==> config.mk <==
export PLATFORM = sky130hd
export DESIGN_NAME = spiRegFront
export DESIGN_NICKNAME = d
export VERILOG_FILES = /design/src/rtl/spiRegPkg.sv /design/src/rtl/spiRegFifo.sv /design/src/rtl/spiRegDatapath.sv /design/src/rtl/spiRegCtrl.sv /design/src/rtl/spiRegFront.sv
export SDC_FILE = /design/constraint.sdc
export NUM_CORES = 1
export LEC_CHECK = 0
export BUFFER_PORTS_ARGS = -buffer_cell sky130_fd_sc_hd__buf_2
export CAP_MARGIN = 0
export CORE_MARGIN = 4
export CORE_UTILIZATION = 59
export DETAILED_ROUTE_END_ITERATION = 7
export GPL_ROUTABILITY_DRIVEN = 0
export GPL_TIMING_DRIVEN = 0
export PLACE_DENSITY = 0.9
export SYNTH_ARGS = -nofsm -noshare
export SYNTH_HDL_FRONTEND = slang
export SYNTH_SLANG_ARGS = --single-unit
==> constraint.sdc <==
create_clock -name clk -period 4.9 [get_ports clk]
set_input_delay 0.245 -clock clk [delete_from_list [all_inputs] [get_ports clk]]
set_output_delay 0.245 -clock clk [all_outputs]
set_load 0.1 [all_outputs]
==> src/rtl/spiRegPkg.sv <==
package spiRegPkg;
  localparam int IDX_W = 4;

  localparam logic [IDX_W-1:0] IDX_CTRL  = 4'd0;
  localparam logic [IDX_W-1:0] IDX_CLOCK = 4'd1;
  localparam logic [IDX_W-1:0] IDX_TXW   = 4'd2;
  localparam logic [IDX_W-1:0] IDX_RXW   = 4'd3;
  localparam logic [IDX_W-1:0] IDX_FRAME = 4'd4;
  localparam logic [IDX_W-1:0] IDX_STAT  = 4'd5;
  localparam logic [IDX_W-1:0] IDX_IEN   = 4'd6;
  localparam logic [IDX_W-1:0] IDX_PEND  = 4'd7;
  localparam logic [IDX_W-1:0] IDX_FCTL  = 4'd8;
  localparam logic [IDX_W-1:0] IDX_DATA  = 4'd9;

  localparam int ST_BUSY = 7;
  localparam int ST_TXNF = 5;
  localparam int ST_RXNE = 0;

  localparam int PEND_W  = 5;
  localparam int PB_TX   = 4;
  localparam int PB_RX   = 3;
  localparam int PB_OVR  = 0;
  localparam logic [PEND_W-1:0] PEND_MASK = 5'b11001;

  localparam int FC_TXFLUSH = 12;
  localparam int FC_RXFLUSH = 4;
  localparam int THR_W      = 4;
  localparam int FC_TXTHR   = 8;
  localparam int FC_RXTHR   = 0;

  typedef struct packed {
    logic txPush;
    logic rxPop;
    logic txFlush;
    logic rxFlush;
  } fifoCmdT;
endpackage

==> src/rtl/spiRegFifo.sv <==
module spiRegFifo #(
  parameter int WIDTH = 32,
  parameter int DEPTH = 8,
  localparam int PTR_W = $clog2(DEPTH),
  localparam int CNT_W = $clog2(DEPTH + 1)
) (
  input  logic             clk,
  input  logic             rstN,
  input  logic             flush,
  input  logic             push,
  input  logic             pop,
  input  logic [WIDTH-1:0] wdata,
  output logic [WIDTH-1:0] rdata,
  output logic [CNT_W-1:0] level,
  output logic             full,
  output logic             empty
);
  logic [WIDTH-1:0] mem [DEPTH];
  logic [PTR_W-1:0] wrPtr, rdPtr;
  logic [CNT_W-1:0] count;
  logic doPush, doPop;

  assign full   = (count == CNT_W'(DEPTH));
  assign empty  = (count == '0);
  assign doPush = push && !full;
  assign doPop  = pop && !empty;
  assign rdata  = mem[rdPtr];
  assign level  = count;

  always_ff @(posedge clk) begin
    if (doPush && !flush) mem[wrPtr] <= wdata;
  end

  always_ff @(posedge clk or negedge rstN) begin
    if (!rstN) begin
      wrPtr <= '0;
      rdPtr <= '0;
      count <= '0;
    end else if (flush) begin
      wrPtr <= '0;
      rdPtr <= '0;
      count <= '0;
    end else begin
      if (doPush) wrPtr <= wrPtr + PTR_W'(1);
      if (doPop)  rdPtr <= rdPtr + PTR_W'(1);
      case ({doPush, doPop})
        2'b10:   count <= count + CNT_W'(1);
        2'b01:   count <= count - CNT_W'(1);
        default: count <= count;
      endcase
    end
  end

  p_no_overflow_r4: assert property (@(posedge clk) disable iff (!rstN)
    count <= CNT_W'(DEPTH));
  p_flush_empties_r8: assert property (@(posedge clk) disable iff (!rstN)
    flush |=> (count == '0));
  p_empty_pop_hold_r7: assert property (@(posedge clk) disable iff (!rstN)
    (pop && empty && !push && !flush) |=> $stable(rdPtr) && (count == '0));
  p_full_drop_r6: assert property (@(posedge clk) disable iff (!rstN)
    (push && full && !pop && !flush) |=> $stable(wrPtr) && full);
endmodule

==> src/rtl/spiRegDatapath.sv <==
module spiRegDatapath
  import spiRegPkg::*;
#(
  parameter int REG_W = 32,
  parameter int DEPTH = 8,
  localparam int CNT_W = $clog2(DEPTH + 1)
) (
  input  logic             clk,
  input  logic             rstN,
  input  fifoCmdT          cmd,
  input  logic [REG_W-1:0] wdata,
  input  logic             engEnable,
  output logic             txValid,
  input  logic             txReady,
  output logic [REG_W-1:0] txData,
  input  logic             rxValid,
  input  logic [REG_W-1:0] rxData,
  output logic [REG_W-1:0] rxHead,
  output logic [CNT_W-1:0] txLevel,
  output logic [CNT_W-1:0] rxLevel,
  output logic             txFull,
  output logic             rxEmpty,
  output logic             rxDrop
);
  logic txEmpty, rxFull;

  assign txValid = engEnable && !txEmpty;
  assign rxDrop  = rxValid && rxFull && !cmd.rxFlush;

  spiRegFifo #(.WIDTH(REG_W), .DEPTH(DEPTH)) uTxFifo (
    .clk(clk), .rstN(rstN), .flush(cmd.txFlush),
    .push(cmd.txPush), .pop(txValid && txReady),
    .wdata(wdata), .rdata(txData), .level(txLevel),
    .full(txFull), .empty(txEmpty)
  );

  spiRegFifo #(.WIDTH(REG_W), .DEPTH(DEPTH)) uRxFifo (
    .clk(clk), .rstN(rstN), .flush(cmd.rxFlush),
    .push(rxValid), .pop(cmd.rxPop),
    .wdata(rxData), .rdata(rxHead), .level(rxLevel),
    .full(rxFull), .empty(rxEmpty)
  );

  p_tx_gated_r3: assert property (@(posedge clk) disable iff (!rstN)
    !engEnable |-> !txValid);
endmodule

==> src/rtl/spiRegCtrl.sv <==
module spiRegCtrl
  import spiRegPkg::*;
#(
  parameter int REG_W = 32,
  parameter int DEPTH = 8,
  localparam int CNT_W = $clog2(DEPTH + 1),
  localparam int CMP_W = (CNT_W > THR_W) ? CNT_W : THR_W
) (
  input  logic             clk,
  input  logic             rstN,
  input  logic             busSel,
  input  logic             busWrite,
  input  logic [IDX_W-1:0] busAddr,
  input  logic [REG_W-1:0] busWdata,
  output logic [REG_W-1:0] busRdata,
  output logic             irq,
  output logic             engEnable,
  output logic [REG_W-1:0] cfgClock,
  output logic [REG_W-1:0] cfgTxWord,
  output logic [REG_W-1:0] cfgRxWord,
  output logic [REG_W-1:0] cfgFrame,
  input  logic             engBusy,
  input  logic             xferDone,
  output fifoCmdT          cmd,
  input  logic [REG_W-1:0] rxHead,
  input  logic [CNT_W-1:0] txLevel,
  input  logic [CNT_W-1:0] rxLevel,
  input  logic             txFull,
  input  logic             rxEmpty,
  input  logic             rxDrop
);
  logic wrAcc, rdAcc;
  logic [THR_W-1:0]  txThr, rxThr;
  logic [PEND_W-1:0] ienReg, pend, pendNext;
  logic [CNT_W-1:0]  prevTx, prevRx;
  logic txCross, rxCross, txSet, pendWr;

  assign wrAcc  = busSel && busWrite;
  assign rdAcc  = busSel && !busWrite;
  assign pendWr = wrAcc && (busAddr == IDX_PEND);

  always_comb begin
    cmd         = '0;
    cmd.txPush  = wrAcc && (busAddr == IDX_DATA);
    cmd.rxPop   = rdAcc && (busAddr == IDX_DATA);
    cmd.txFlush = wrAcc && (busAddr == IDX_FCTL) && busWdata[FC_TXFLUSH];
    cmd.rxFlush = wrAcc && (busAddr == IDX_FCTL) && busWdata[FC_RXFLUSH];
  end

  always_ff @(posedge clk or negedge rstN) begin
    if (!rstN) begin
      engEnable <= 1'b0;
      cfgClock  <= '0;
      cfgTxWord <= '0;
      cfgRxWord <= '0;
      cfgFrame  <= '0;
      ienReg    <= '0;
      txThr     <= '0;
      rxThr     <= '0;
    end else if (wrAcc) begin
      case (busAddr)
        IDX_CTRL:  engEnable <= busWdata[0];
        IDX_CLOCK: cfgClock  <= busWdata;
        IDX_TXW:   cfgTxWord <= busWdata;
        IDX_RXW:   cfgRxWord <= busWdata;
        IDX_FRAME: cfgFrame  <= busWdata;
        IDX_IEN:   ienReg    <= busWdata[PEND_W-1:0] & PEND_MASK;
        IDX_FCTL: begin
          txThr <= busWdata[FC_TXTHR +: THR_W];
          rxThr <= busWdata[FC_RXTHR +: THR_W];
        end
        default: ;
      endcase
    end
  end

  // Threshold crossings are detected against the level seen one cycle earlier.
  assign txCross = (CMP_W'(prevTx) > CMP_W'(txThr)) && (CMP_W'(txLevel) <= CMP_W'(txThr));
  assign rxCross = (CMP_W'(prevRx) < CMP_W'(rxThr)) && (CMP_W'(rxLevel) >= CMP_W'(rxThr));
  assign txSet   = txCross || xferDone;

  always_comb begin
    pendNext = pend;
    if (pendWr) pendNext = pend & ~(busWdata[PEND_W-1:0] & PEND_MASK);
    if (txSet)   pendNext[PB_TX]  = 1'b1;
    if (rxCross) pendNext[PB_RX]  = 1'b1;
    if (rxDrop)  pendNext[PB_OVR] = 1'b1;
  end

  always_ff @(posedge clk or negedge rstN) begin
    if (!rstN) begin
      pend   <= '0;
      prevTx <= '0;
      prevRx <= '0;
    end else begin
      pend   <= pendNext;
      prevTx <= txLevel;
      prevRx <= rxLevel;
    end
  end

  assign irq = |(pend & ienReg);

  always_comb begin
    busRdata = '0;
    if (rdAcc) begin
      case (busAddr)
        IDX_CTRL:  busRdata[0] = engEnable;
        IDX_CLOCK: busRdata = cfgClock;
        IDX_TXW:   busRdata = cfgTxWord;
        IDX_RXW:   busRdata = cfgRxWord;
        IDX_FRAME: busRdata = cfgFrame;
        IDX_STAT: begin
          busRdata[ST_BUSY] = engBusy;
          busRdata[ST_TXNF] = !txFull;
          busRdata[ST_RXNE] = !rxEmpty;
        end
        IDX_IEN:   busRdata[PEND_W-1:0] = ienReg;
        IDX_PEND:  busRdata[PEND_W-1:0] = pend;
        IDX_FCTL: begin
          busRdata[FC_TXTHR +: THR_W] = txThr;
          busRdata[FC_RXTHR +: THR_W] = rxThr;
        end
        IDX_DATA:  busRdata = rxEmpty ? '0 : rxHead;
        default:   busRdata = '0;
      endcase
    end
  end

  p_overrun_flag_r6: assert property (@(posedge clk) disable iff (!rstN)
    rxDrop |=> pend[PB_OVR]);
  p_done_flag_r9: assert property (@(posedge clk) disable iff (!rstN)
    xferDone |=> pend[PB_TX]);
  p_w1c_clear_r10: assert property (@(posedge clk) disable iff (!rstN)
    (pendWr && busWdata[PB_OVR] && !rxDrop) |=> !pend[PB_OVR]);
  p_irq_needs_pend_r11: assert property (@(posedge clk) disable iff (!rstN)
    irq |-> (pend != '0) && (ienReg != '0));
  p_flush_reads_zero_r8: assert property (@(posedge clk) disable iff (!rstN)
    (rdAcc && busAddr == IDX_FCTL) |-> !busRdata[FC_TXFLUSH] && !busRdata[FC_RXFLUSH]);
endmodule

==> src/rtl/spiRegFront.sv <==
module spiRegFront
  import spiRegPkg::*;
#(
  parameter int REG_W = 32,
  parameter int DEPTH = 8,
  localparam int CNT_W = $clog2(DEPTH + 1)
) (
  input  logic             clk,
  input  logic             rstN,
  input  logic             busSel,
  input  logic             busWrite,
  input  logic [IDX_W-1:0] busAddr,
  input  logic [REG_W-1:0] busWdata,
  output logic [REG_W-1:0] busRdata,
  output logic             irq,
  output logic             engEnable,
  output logic [REG_W-1:0] cfgClock,
  output logic [REG_W-1:0] cfgTxWord,
  output logic [REG_W-1:0] cfgRxWord,
  output logic [REG_W-1:0] cfgFrame,
  output logic             txValid,
  input  logic             txReady,
  output logic [REG_W-1:0] txData,
  input  logic             rxValid,
  input  logic [REG_W-1:0] rxData,
  input  logic             engBusy,
  input  logic             xferDone
);
  fifoCmdT          cmd;
  logic [REG_W-1:0] rxHead;
  logic [CNT_W-1:0] txLevel, rxLevel;
  logic             txFull, rxEmpty, rxDrop;

  spiRegCtrl #(.REG_W(REG_W), .DEPTH(DEPTH)) uCtrl (
    .clk(clk), .rstN(rstN),
    .busSel(busSel), .busWrite(busWrite), .busAddr(busAddr),
    .busWdata(busWdata), .busRdata(busRdata), .irq(irq),
    .engEnable(engEnable), .cfgClock(cfgClock), .cfgTxWord(cfgTxWord),
    .cfgRxWord(cfgRxWord), .cfgFrame(cfgFrame),
    .engBusy(engBusy), .xferDone(xferDone), .cmd(cmd),
    .rxHead(rxHead), .txLevel(txLevel), .rxLevel(rxLevel),
    .txFull(txFull), .rxEmpty(rxEmpty), .rxDrop(rxDrop)
  );

  spiRegDatapath #(.REG_W(REG_W), .DEPTH(DEPTH)) uData (
    .clk(clk), .rstN(rstN), .cmd(cmd), .wdata(busWdata),
    .engEnable(engEnable), .txValid(txValid), .txReady(txReady),
    .txData(txData), .rxValid(rxValid), .rxData(rxData),
    .rxHead(rxHead), .txLevel(txLevel), .rxLevel(rxLevel),
    .txFull(txFull), .rxEmpty(rxEmpty), .rxDrop(rxDrop)
  );
endmodule

======== Word level (Yosys, flattened, before mapping) ========
Memories as Yosys holds them, arrays and structs flattened.
Cells that the tools add are included.
W data, S select, Z words.
storage, ports and cells
  register bits ........................... 173
  bits in writable memories ............... 512
  input bits .............................. 76
  output and inout bits ................... 195
  word-level logic and storage cells ...... 130
  memories kept ........................... 2
memories
  memory             words  width  rd ports  clocked after Yosys merged registers in  wr ports  line              RTL
  uData.uRxFifo.mem  8      32     1         0                                        1         spiRegFifo.sv:18  logic [WIDTH-1:0] mem [DEPTH];
  uData.uTxFifo.mem  8      32     1         0                                        1         spiRegFifo.sv:18
operators by class
  add/subtract/negate cells ............... 8
  magnitude comparators ................... 4
  equality and inequality tests ........... 15
  mux-type cells .......................... 30
  bitwise gates (word level) .............. 3
  reductions and logical operators ........ 48
operators with widths
  cell                   count
  $pmux W20 S5           1
  $mux W32               2
  $mux W3                8
  $pmux W3 S8            1
  $pmux W4 S6            1
  $logic_and A1 B1 Y1    20
  $eq A4 B3 Y1 const B   4
  $eq A4 B4 Y1 const B   4
  $pmux W4 S2            2
  $reduce_and A2 Y1      7
  $reduce_bool A2 Y1     7
  $add A3 B1 Y3 const B  4
  $logic_not A4 Y1       3
  $pmux W1 S6            2
  $and A5 B5 Y5          2
  $pmux W1 S10           1
  $add A4 B1 Y4 const B  2
  $eq A4 B2 Y1 const B   2
  $mux W4                2
  $sub A4 B1 Y4 const B  2
  $logic_not A1 Y1       7
  $mux W1                7
  $pmux W1 S7            1
  $reduce_bool A3 Y1     2
  other kinds (12)       14

======== Longest topological paths before layout ========
Gate-level depths: netlist (run 1).
  word-level depth ........................ 8
  gate-level depth with buffers ........... 11
  depth with buffers taken out ............ 9

======== By module ========
Synthesis (run 1) repeated with hierarchy kept, for this count alone.
second synthesis, totals
  cell total of the unflattened synthesis .. 1470
  area, all modules ....................... 27784.1 um^2
by module, submodules not included
  module          times used  cells each  area each (um^2)  seq. area each (um^2)
  spiRegFifo      2           447         10287.4           7937.6
  spiRegCtrl      1           573         7185.6            3778.6
  spiRegDatapath  1           3           23.8              0.0

======== Least setup slack after synthesis (run 1) ========
OpenSTA, ideal clock, no wires.
  kind .................................... input port to flip-flop
  from .................................... in busAddr[0]
  to ...................................... mem uData.uTxFifo.mem[0][0] (enable)
  library setup time ...................... 0.501 ns
  arrival ................................. 4.032 ns
  data required time ...................... 4.399 ns
  slack ................................... 0.367 ns
  cell stages on the path ................. 5
  path buffers ............................ 2
  path through ............................ buf_2 > and4bb_1 > buf_2 > nand3_1 > nor4_1
between the ends
  word-level cells in the longest chain between the ends .. 7
  elaborated cells between the ends (all ways) .. 10
  those cells by class .................... 2 x eq/ne; 2 x mux; 6 x reduce/logical
RTL lines
  element                            line               RTL
  start: declaration                 spiRegFront.sv:12  input logic [IDX_W-1:0] busAddr,
  $eq A4 B4 Y1                       spiRegCtrl.sv:46   cmd.txFlush = wrAcc && (busAddr == IDX_FCTL) && busWdata[FC_TXFLUSH];
  $logic_and A1 B1 Y1 (2 in series)  spiRegCtrl.sv:46
  $logic_not A1 Y1                   spiRegFifo.sv:31   if (doPush && !flush) mem[wrPtr] <= wdata;
  $logic_and A1 B1 Y1 *              spiRegFifo.sv:31
  $mux W1 *                          spiRegFifo.sv:31
  $mux W1 (not written as such) *    spiRegFifo.sv:31
  end: declaration                   spiRegFifo.sv:18
Every way passes the cells marked *; elsewhere a longest branch is shown, timed or not.

======== Worst setup path after layout (run 1) ========
  from .................................... reg uData.uRxFifo.rdPtr[1]
  to ...................................... out busRdata[31]
between the ends
  word-level cells in the longest chain between the ends .. 4
RTL lines
  element                   line               RTL
  start: declaration        spiRegFifo.sv:19   logic [PTR_W-1:0] wrPtr, rdPtr;
  start signal: assignment  spiRegFifo.sv:45   if (doPop) rdPtr <= rdPtr + PTR_W'(1);
  $mem_v2 Z8 W32            --
  $mux W32                  spiRegCtrl.sv:124  IDX_DATA: busRdata = rxEmpty ? '0 : rxHead;
  $pmux W20 S5              spiRegCtrl.sv:107  case (busAddr)
  $mux W32                  spiRegCtrl.sv:106  if (rdAcc) begin
  end: declaration          spiRegFront.sv:14  output logic [REG_W-1:0] busRdata,
Every way passes these cells.

==> results of run 1 <==
final cells by class:
class / count / share of cell area
clock inverter: 31 / 0.00845
clock buffer: 90 / 0.0546
antenna: 6 / 0.000455
tap: 607 / 0.0230
sequential: 683 / 0.596
timing repair buffer: 350 / 0.0717
multi-input combinational: 691 / 0.233
inverter: 17 / 0.00193
buffer: 80 / 0.0113
per-layer routing:
metal,part of all wire,wire [microns],vias to the layer above
met2,0.49,37200,1194
met1,0.35,26600,8609
met4,0.050,3840,0
met3,0.11,8530,238
li1,-,-,6756
met5,0,0,-
flip-flops by register name, summed over array words and instances, names as in the netlist, 4 cells and up:
signal	flops
uCtrl.cfgRxWord	32
uCtrl.prevRx	4
uCtrl.cfgTxWord	32
uCtrl.txThr	4
uData.uTxFifo.level	4
uCtrl.cfgFrame	32
uCtrl.prevTx	4
uData.uRxFifo.mem	256
uCtrl.rxThr	4
uCtrl.cfgClock	32
uData.uTxFifo.mem	256
uData.uRxFifo.level	4
where the power goes:
part	switching [W]	total, W	internal [W]
Sequential	0.000460	0.00736	0.00690
Clock	0.00219	0.00492	0.00273
Combinational	0.00505	0.00705	0.00200
Total	0.00770	0.0193	0.0116
per-stage QoR:
step	power, W	setup WS, ns
CTS	0.0194	1.12
finish	0.0193	1.10
detailed placement	0.0144	1.66
floorplan	0.0128	0.367
global placement	0.0141	-2.29
global route	0.0199	1.00
what timing repair did:
item | in CTS | in global routing
endpoints found under the hold margin | 401 | 0
hold buffers | 47 | 0
endpoints found under the setup margin | 0 | 0
worst paths after layout:
path | end | depth (start not counted)
worst max-delay path | busRdata[31] | 7
worst min-delay path | uData.uTxFifo.mem[1][23]$_DFFE_PP_ | 1
worst max register to register | uData.uRxFifo.mem[1][21]$_DFFE_PP_ | 7
worst min register to register | uCtrl.prevRx[1]$_DFF_PN0_ | 0
max in group asynchronous | uCtrl.cfgTxWord[16]$_DFFE_PN0P_ | 3
min in group asynchronous | uCtrl.cfgRxWord[3]$_DFFE_PN0P_ | 2
cell families (layout without fill, tap and decap cells):
| family | after synthesis | in the layout | synth area share |
|---|---|---|---|
| muxes | 336 | 336 | 0.189 |
| DFF | 683 | 683 | 0.710 |
| adders and majority gates | 23 | 23 | 0.0104 |
| and+or+nand+nor | 165 | 165 | 0.0306 |
| AOI/OAI and AO/OA | 151 | 151 | 0.0382 |
| xor gates and xnor gates | 16 | 16 | 0.00601 |
| buffers and inverters | 97 | 568 | 0.0157 |
| other | 0 | 6 | 0 |
worst max-delay path: cells and delay by family, from the launching register on:
family,cells,cell delay (ns)
AND/OR/NAND/NOR,1,0.07
multiplexers,2,0.52
buffers and inverters,3,1.44
flip-flops,1,0.40
AO/OA/AOI/OAI,1,0.51
cells in the mapped netlist (3+ instances only):
| master | count |
|---|---|
| nand2b_1 | 12 |
| nor2b_1 | 5 |
| mux2i_1 | 8 |
| a22oi_1 | 50 |
| xor2_1 | 9 |
| mux2_2 | 184 |
| nor4_2 | 3 |
| and2_1 | 5 |
| o22ai_1 | 3 |
| o21a_1 | 6 |
| edfxtp_1 | 512 |
| a21oi_1 | 15 |
| dfrtp_1 | 171 |
| mux2_1 | 15 |
| inv_1 | 17 |
| nand3_1 | 8 |
| nor2_1 | 37 |
| buf_1 | 8 |
| a31oi_1 | 31 |
| a21o_1 | 3 |
| nor3_1 | 14 |
| nand2_1 | 63 |
| mux4_2 | 129 |
| ha_1 | 23 |
| buf_2 | 45 |
| clkbuf_1 | 24 |
| xnor2_1 | 5 |
| a222oi_1 | 10 |
| o21ai_0 | 17 |
==> impl_metrics.toml, run 1 <==
[status]
status = "finished, final reports clean"

[global_route]
grt_max_degree = 101
grtUsageMet3 = 0.0801
antenna_found_initial = 7
grt_pass1_wl_microns = 112000
gr-usage-met2 = 0.486
gr-usage-met1 = 0.396
grt_pass1_vias = 17196
grt.busiest_layer = "met2"
grt_use_total = 0.302
gr-total-overflow = 0

[clock_tree]
clockRootBuffer = "clkbuf_16"
cts.sinks = 683
post_cts_resized = 0
clock_latency_ns = 0.61
path_clk_slew_ns = 0.06
clk_path_buf_depth = 3
post-cts-setup-buffers = 0
cts_buffers = 67
cts_tree = "done"
ctsHtreeMaxLevel = 3

[setup_path]
worstSetupPathType = "flop to primary output"
reg2reg_slack_ns = 1.73
crit_chain = "buf_2 -> clkbuf_1 -> mux4_2 -> mux2_2 -> nand2_1 -> a31oi_1 -> buf_2"
max_stage_delay_ns = 0.59
start_kind = "flop"
worstPathMaxFanout = 10
crit_slowest_cell = "clkbuf_1"
worstPathRequired_ns = 4.66
r2r-start = "uData.uRxFifo.level[3]$_DFFE_PN0P_"
path_common_cell = "buf_2"
end_kind = "primary output"
startpoint = "uData.uRxFifo.rdPtr[1]$_DFFE_PN0P_"
arrival_ns = 3.56

[cells_and_area]
regArea_sq_um = 19700
n_fill_cell = 2665
design_area_sq_um = 33000
multi_input_area_sq_um = 7690
fin_util = 0.710
final_cells = 2555
synthToLayoutAreaGrowth_pct = 19.3
most-common-layout-cells = "edfxtp_1, buf_2, mux2_2"
drive_above_1_share = 0.405
final_common_cell = "edfxtp_1"
nets = 1989

[synth]
avgSynthCellArea_sq_um = 18.8
synth_cell_types = 59
ys_top_cells_by_area = "edfxtp_1, dfrtp_1, mux4_2"
ys.flop_type = "edfxtp_1"
postSynth.asyncResetShare = 0.250
syn_inst = 1471
synth_warnings = 0
seq_area_frac_synth = 0.710
synth.top_cell.area_share = 0.556
netlist_area_sq_um = 27700
synth_fp_nets = 1570
synth_edf_count = 512
synth_top_cell_by_area = "edfxtp_1"
ys_ff_latch = 683

[sta]
max_freq_ghz = 0.263
fin_crit_sh = 0.776
slew_headroom = 0.284
rsz0062_at_grt = "false"
hold_viol = 0
fin_crit_ns = 3.80
drv_slew = 0
finalClockSkew_ns = 0.0198
timing.hold.ws_ns = 0.0209
setup_viol = 0
tightest_slew_ns = 1.07
timing.setup.tns_ns = 0

[drt]
via_per_inst = 6.57
firstDrtPassIters = 5
dr.first_iter.drc_count = 2307
antenna_left = 0
dr_total_vias = 16797
wl_per_cell_microns = 29.8
route.detailed.drc = 0
wl_microns = 76200

[floorplanning]
io_pins = 271
initial_core_util = 0.596
coreArea_sq_um = 46500
fp.dieW_microns = 225
fp.dieH_microns = 225
num_rows = 79
dieArea_sq_um = 50400

[power]
power.density_nw_per_um2 = 586
leakage_nw = 12.1
ir_worst_vdd_mv = 0.776

[placement]
place_hpwl_microns = 51700
port_buffers = 268
placed_cells = 2381
postPlaceCellArea_sq_um = 30400

[min_path]
hp-start = "busWdata[23]"
hold_path_class = "input pin to flop"

[flow_run]
max_cap_violations = 0
No activity file was read; power rests on OpenSTA's default activity.
==> run 2: changes to the inputs <==
--- a/config.mk
+++ b/config.mk
@@ -8,11 +8,11 @@
 export BUFFER_PORTS_ARGS = -buffer_cell sky130_fd_sc_hd__buf_2
 export CAP_MARGIN = 0
 export CORE_MARGIN = 4
-export CORE_UTILIZATION = 59
+export CORE_UTILIZATION = 53
 export DETAILED_ROUTE_END_ITERATION = 7
 export GPL_ROUTABILITY_DRIVEN = 0
 export GPL_TIMING_DRIVEN = 0
-export PLACE_DENSITY = 0.9
+export PLACE_DENSITY = 0.86
 export SYNTH_ARGS = -nofsm -noshare
 export SYNTH_HDL_FRONTEND = slang
 export SYNTH_SLANG_ARGS = --single-unit
==> constraint.sdc (replaced) <==
create_clock -name clk -period 3.34 [get_ports clk]
set_input_delay 0.167 -clock clk [delete_from_list [all_inputs] [get_ports clk]]
set_output_delay 0.167 -clock clk [all_outputs]
set_load 0.1 [all_outputs]
==> run 2 against run 1 <==
First-iteration DRC count down 11%; utilization down 6.1 points; power up 48%; largest cell class unchanged; highest routed layer is now met5.
==> impl_metrics.toml, run 2 (synthesis gave the netlist of run 1 again) <==
[setup_path]
start_kind = "flop"
path_buf_inv = 3
reg2reg_slack_ns = 0.37
arrival_ns = 3.14
max_stage_delay_ns = 0.49
end_kind = "primary output"
crit_slowest_cell = "buf_2"
worstSetupPathType = "flop to primary output"
startpoint = "uData.uRxFifo.rdPtr[1]$_DFFE_PN0P_"
crit_chain = "buf_2 -> clkbuf_2 -> mux4_2 -> mux2_2 -> nand2_1 -> a31oi_1 -> buf_2"
worstPathRequired_ns = 3.17
worstPathMaxFanout = 10
path_common_cell = "buf_2"
r2r-start = "uData.uRxFifo.level[3]$_DFFE_PN0P_"
critPathTopFamily = "buffers and inverters"

[global_route]
grt_use_total = 0.278
grt_pass1_vias = 17369
antenna_found_initial = 9
gr-total-overflow = 0
grt_max_degree = 121
grt_pass1_wl_microns = 115000

[floorplanning]
fp.dieW_microns = 237
io_pins = 271
coreArea_sq_um = 51500
num_rows = 83
fp.dieH_microns = 237
initial_core_util = 0.537
dieArea_sq_um = 55900

[clock_tree]
cts_buffers = 67
cts_tree = "done"
ctsHtreeMaxLevel = 3
clock_latency_ns = 0.61
clockRootBuffer = "clkbuf_16"
clk_path_buf_depth = 3
cts.sinks = 683
path_clk_slew_ns = 0.07

[sta]
fin_ws_ns = 0.0350
hold_viol = 0
fin_crit_sh = 0.990
fin_crit_ns = 3.31
max_freq_ghz = 0.303
finalClockSkew_ns = 0.0300
slew_headroom = 0.256
drv_slew = 0
tightest_slew_ns = 1.12
setup_viol = 0
timing.hold.ws_ns = 0.0312
rsz0062_at_grt = "false"

[cells_and_area]
final_common_cell = "edfxtp_1"
fin_util = 0.649
synthToLayoutAreaGrowth_pct = 20.8
drive_above_1_share = 0.402
final_cells = 2643
nets = 2003
most-common-layout-cells = "edfxtp_1, buf_2, mux2_2"
largestRegisters = "uData.uRxFifo.mem x256, uData.uTxFifo.mem x256"

[flow_run]
max_cap_violations = 0

[power]
ir_worst_vdd_mv = 0.595
power.density_nw_per_um2 = 856
leakage_nw = 12.2
power_w = 0.0286

[placement]
place_hpwl_microns = 52500
port_buffers = 268
dp_worst_setup_slack_ns = 0.218
placed_cells = 2447

[drt]
antenna_left = 0
wl_per_cell_microns = 29.7
via_per_inst = 6.37
firstDrtPassIters = 8
dr.first_iter.drc_count = 2044
route.detailed.drc = 0
dr_total_vias = 16847
wl_microns = 78500

[min_path]
hp-start = "busWdata[0]"
hold_path_class = "input pin to flop"

[status]
status = "finished, final reports clean"
run 2: cell count changes in the layout (fill, tap and decap cells not counted), moves of 7 or more:
cell | before | now
buf_2 | 312 | 299
clkinv_1 | 10 | 23
dlygate4sd3_1 | 47 | 68
clkbuf_2 | 0 | 7
clkbuf_1 | 43 | 30
buf_4 | 7 | 14
run 2: layout make-up:
type	instances	area (sq um)
Antenna cell	5	12.5
Buffer	80	414
Clock buffer	84	1780
Clock inverter	39	325
Fill cell	3347	18100
Inverter	17	63.8
Multi-Input combinational cell	691	7730
Sequential cell	683	19700
Tap cell	680	851
Timing Repair Buffer	364	2600
run 2: final timing paths:
kind,cells past startpoint,to
max,7,busRdata[7]
max reg2reg,5,uData.uRxFifo.mem[3][24]$_DFFE_PP_
min reg2reg,0,uCtrl.prevRx[1]$_DFF_PN0_
min,1,uData.uTxFifo.mem[1][0]$_DFFE_PP_
max in group asynchronous,3,uCtrl.cfgTxWord[23]$_DFFE_PN0P_
min in group asynchronous,2,uCtrl.cfgRxWord[3]$_DFFE_PN0P_
run 2: metrics by stage:
stage          TNS, ns  instance area (sq um)
4_1_cts              0                  33400
3_3_place_gp   -709.78                  29900
5_1_grt              0                  33400
3_5_place_dp         0                  30500
2_1_floorplan   -27.71                  27700
6_report             0                  33400
run 2: report_power, final:
| part | switching, W | internal (W) |
|---|---|---|
| logic | 0.00744 | 0.00300 |
| clock network | 0.00316 | 0.00419 |
| registers | 0.000697 | 0.0101 |
| total | 0.0113 | 0.0173 |
run 2: timing repair:
action,CTS,global route
pin swaps,0,0
setup buffers,0,0
gates resized for setup,28,9
hold buffers,68,0
endpoints found under the setup margin,48,8
hold endpoints to repair,616,0
run 2: worst reg2reg max path, stage by stage (launching register included):
cell	delay [ns]
dfrtp_1	0.47
nor4b_2	0.23
nor2_1	0.46
nand3_1	0.49
nor2_4	0.75
buf_16	0.26
run 2: layer usage:
| metal | global-route usage | part of all wire | up-vias |
|---|---|---|---|
| li1 | - | - | 6789 |
| met1 | 0.354 | 0.36 | 8572 |
| met2 | 0.458 | 0.49 | 1233 |
| met3 | 0.0750 | 0.11 | 247 |
| met4 | 0.117 | 0.046 | 6 |
| met5 | 0 | 0.00038 | - |
==> run 3: changes to the inputs <==
--- a/config.mk
+++ b/config.mk
@@ -12,7 +12,8 @@
 export DETAILED_ROUTE_END_ITERATION = 7
 export GPL_ROUTABILITY_DRIVEN = 0
 export GPL_TIMING_DRIVEN = 0
-export PLACE_DENSITY = 0.86
+export PLACE_DENSITY = 0.85
 export SYNTH_ARGS = -nofsm -noshare
 export SYNTH_HDL_FRONTEND = slang
+export SYNTH_HIERARCHICAL = 1
 export SYNTH_SLANG_ARGS = --single-unit
==> run 3 against run 2 <==
The run now ends with negative setup slack left; power down 14%; global-route usage down 2.0 points; design area down 0.19%; clock power down 6.5%; critical path type unchanged; largest cell class unchanged; largest power group unchanged.
==> impl_metrics.toml, run 3 <==
[status]
status = "complete, but fails checks"
violations = "negative setup slack"

[synth]
seq_area_frac_synth = 0.707
ys.flop_type = "edfxtp_1"
ys_top_cells_by_area = "edfxtp_1, dfrtp_1, mux4_2"
synth_fp_nets = 1571
syn_inst = 1470
avgSynthCellArea_sq_um = 18.9
ys_ff_latch = 683
postSynth.asyncResetShare = 0.250
synth_top_cell_by_area = "edfxtp_1"
synth.top_cell.area_share = 0.553
synth_edf_count = 512
synthTopCellsByCount = "edfxtp_1, mux2_2, dfrtp_1"
synth_warnings = 6
yosysMostFrequentCell = "edfxtp_1"
synth_cell_types = 55
netlist_area_sq_um = 27800

[cells_and_area]
largestRegisters = "uData/uRxFifo/mem x256, uData/uTxFifo/mem x256"
nets = 1989
drive_above_1_share = 0.408
design_area_sq_um = 33400
final_common_cell = "edfxtp_1"
final_cells = 2624
synthToLayoutAreaGrowth_pct = 20.1
most-common-layout-cells = "edfxtp_1, buf_2, mux2_2"

[clock_tree]
ctsHtreeMaxLevel = 2
cts_tree = "done"
path_clk_slew_ns = 0.07
clk_path_buf_depth = 3
cts.sinks = 683
clockRootBuffer = "clkbuf_16"
cts_buffers = 61
clock_latency_ns = 0.60

[setup_path]
arrival_ns = 3.18
crit_chain = "clkbuf_1 -> clkbuf_1 -> mux2_2 -> nand2_1 -> a31oi_1 -> buf_2"
worstPathMaxFanout = 10
critPathTopFamily = "buffers and inverters"
worstPathRequired_ns = 3.17
path_common_cell = "clkbuf_1"
worstSetupPathType = "flop to primary output"
max_stage_delay_ns = 0.71
path_buf_inv = 3
r2r-start = "uData/uTxFifo/level[1]$_DFFE_PN0P_"
end_kind = "primary output"
reg2reg_slack_ns = 0.23
reg2reg_to = "uData/uTxFifo/level[3]$_DFFE_PN0P_"
crit_slowest_cell = "clkbuf_1"
start_kind = "flop"
r2r_cells = 9

[floorplanning]
io_pins = 271
fp.dieH_microns = 237
dieArea_sq_um = 56200
initial_core_util = 0.538
fp.dieW_microns = 237
coreArea_sq_um = 51600
num_rows = 83

[min_path]
hold_path_class = "input pin to flop"
hold-path-endpoint = "uCtrl/rxThr[1]$_DFFE_PN0P_"
hp-start = "busAddr[1]"
hold_depth = 4

[drt]
wl_microns = 73100
dr.first_iter.drc_count = 1920
firstDrtPassIters = 5
antenna_left = 0
route.detailed.drc = 0
via_per_inst = 6.17
dr_total_vias = 16200
wl_per_cell_microns = 27.8

[global_route]
grt_max_degree = 105
gr-total-overflow = 0
grt_use_total = 0.258
grt_pass1_wl_microns = 109000
grt_pass1_vias = 16959
antenna_found_initial = 10

[power]
power.density_nw_per_um2 = 741
ir_worst_vdd_mv = 0.466
leakage_nw = 12.1

[sta]
timing.hold.ws_ns = 0.0657
rsz0062_at_grt = "true"
slew_headroom = 0.298
hold_viol = 0
max_freq_ghz = 0.299
fin_crit_sh = 1.00
drv_slew = 0
tightest_slew_ns = 1.04
fin_ws_ns = -0.00941
fin_crit_ns = 3.35
finalClockSkew_ns = 0.0155
setup_viol = 1

[placement]
placed_cells = 2439
place_hpwl_microns = 49100
postPlaceCellArea_sq_um = 30600
port_buffers = 268

[flow_run]
max_cap_violations = 0
run 3: changes by cell type after synthesis, sizes merged, moves of 4 or more:
cell,change
mux2i,+5
a21oi,+9
nand2b,+4
o21a,-6
clkbuf,+11
a211oi,+5
buf,-9
nand2,-14
and3b,+4
a31oi,-6
run 3: worst register-to-register path, cell delays in order (launching register included):
cell	delay, ns
dfrtp_1	0.56
nor4_4	0.48
and3b_1	0.30
o41ai_2	0.18
a21oi_4	0.10
ha_1	0.38
a21oi_1	0.25
nand2_1	0.12
or4b_1	0.54
o311ai_1	0.10
run 3: kinds of logic (layout without fill, tap and decap cells):
logic type / after synthesis / after routing / synth area share
flip-flops: 683 / 683 / 0.707
AO/OA/AOI/OAI: 153 / 153 / 0.0401
AND/OR/NAND/NOR: 160 / 160 / 0.0315
XOR/XNOR: 12 / 12 / 0.00378
other: 0 / 7 / 0
adder cells (fa/ha/maj): 25 / 25 / 0.0118
multiplexers: 337 / 337 / 0.188
buffers and inverters: 100 / 567 / 0.0176
run 3: per-stage QoR:
stage	worst slack (ns)	TNS (ns)	power, W	util
4_1_cts	-0.000941	-0.000941	0.0247	0.645
2_1_floorplan	0.0699	0	0.0159	-
3_3_place_gp	-1.30	-626.44	0.0173	0.581
6_report	-0.00941	-0.00941	0.0247	0.646
3_5_place_dp	0.0683	0	0.0177	0.593
5_1_grt	-0.0150	-0.0822	0.0255	0.646
run 3: where the power goes:
| group | switching [W] | total (W) | internal (W) | leakage (nW) |
|---|---|---|---|---|
| sequential | 0.000620 | 0.0107 | 0.0101 | 6.79 |
| combinational | 0.00498 | 0.00714 | 0.00215 | 4.38 |
| clock | 0.00297 | 0.00687 | 0.00389 | 0.973 |
| total | 0.00858 | 0.0247 | 0.0161 | 12.1 |
run 3: worst max-delay path by stage:
stage,from,to,slack (ns),depth (start not counted)
2_1_floorplan,uData/uRxFifo/rdPtr[1]$_DFFE_PN0P_,busRdata[0],0.07,6
3_3_place_gp,busAddr[2],uData/uTxFifo/mem[7][25]$_DFFE_PP_,-1.30,7
3_5_place_dp,uData/uTxFifo/level[0]$_DFFE_PN0P_,uData/uTxFifo/level[3]$_DFFE_PN0P_,0.07,10
4_1_cts,uData/uRxFifo/rdPtr[0]$_DFFE_PN0P_,busRdata[1],-0.0009,7
5_1_grt,uData/uRxFifo/rdPtr[0]$_DFFE_PN0P_,busRdata[9],-0.01,7
6_report,uData/uRxFifo/rdPtr[2]$_DFFE_PN0P_,busRdata[21],-0.009,6
run 3: layer usage:
layer	vias to the layer above	track usage	part of all wire	wire length (microns)
li1	6766	-	-	-
met1	8261	0.331	0.36	26200
met2	944	0.419	0.49	36100
met3	219	0.0686	0.097	7060
met4	10	0.113	0.049	3590
met5	-	0	0.00088	64
run 3: layout make-up:
cell class / count / area, sq um
sequential: 683 / 19700
clock buffer: 84 / 1720
antenna: 7 / 17.5
buffer: 82 / 467
inverter: 18 / 67.6
fill: 3214 / 18300
clock inverter: 28 / 249
timing repair buffer: 355 / 2540
multi-input combinational: 687 / 7800
tap: 680 / 851
run 3: repair_timing:
item	in CTS	in global routing
hold buffers	66	0
endpoints found under the hold margin	627	0
gates resized for setup	23	15
setup buffers	0	0
setup endpoints to repair	49	27
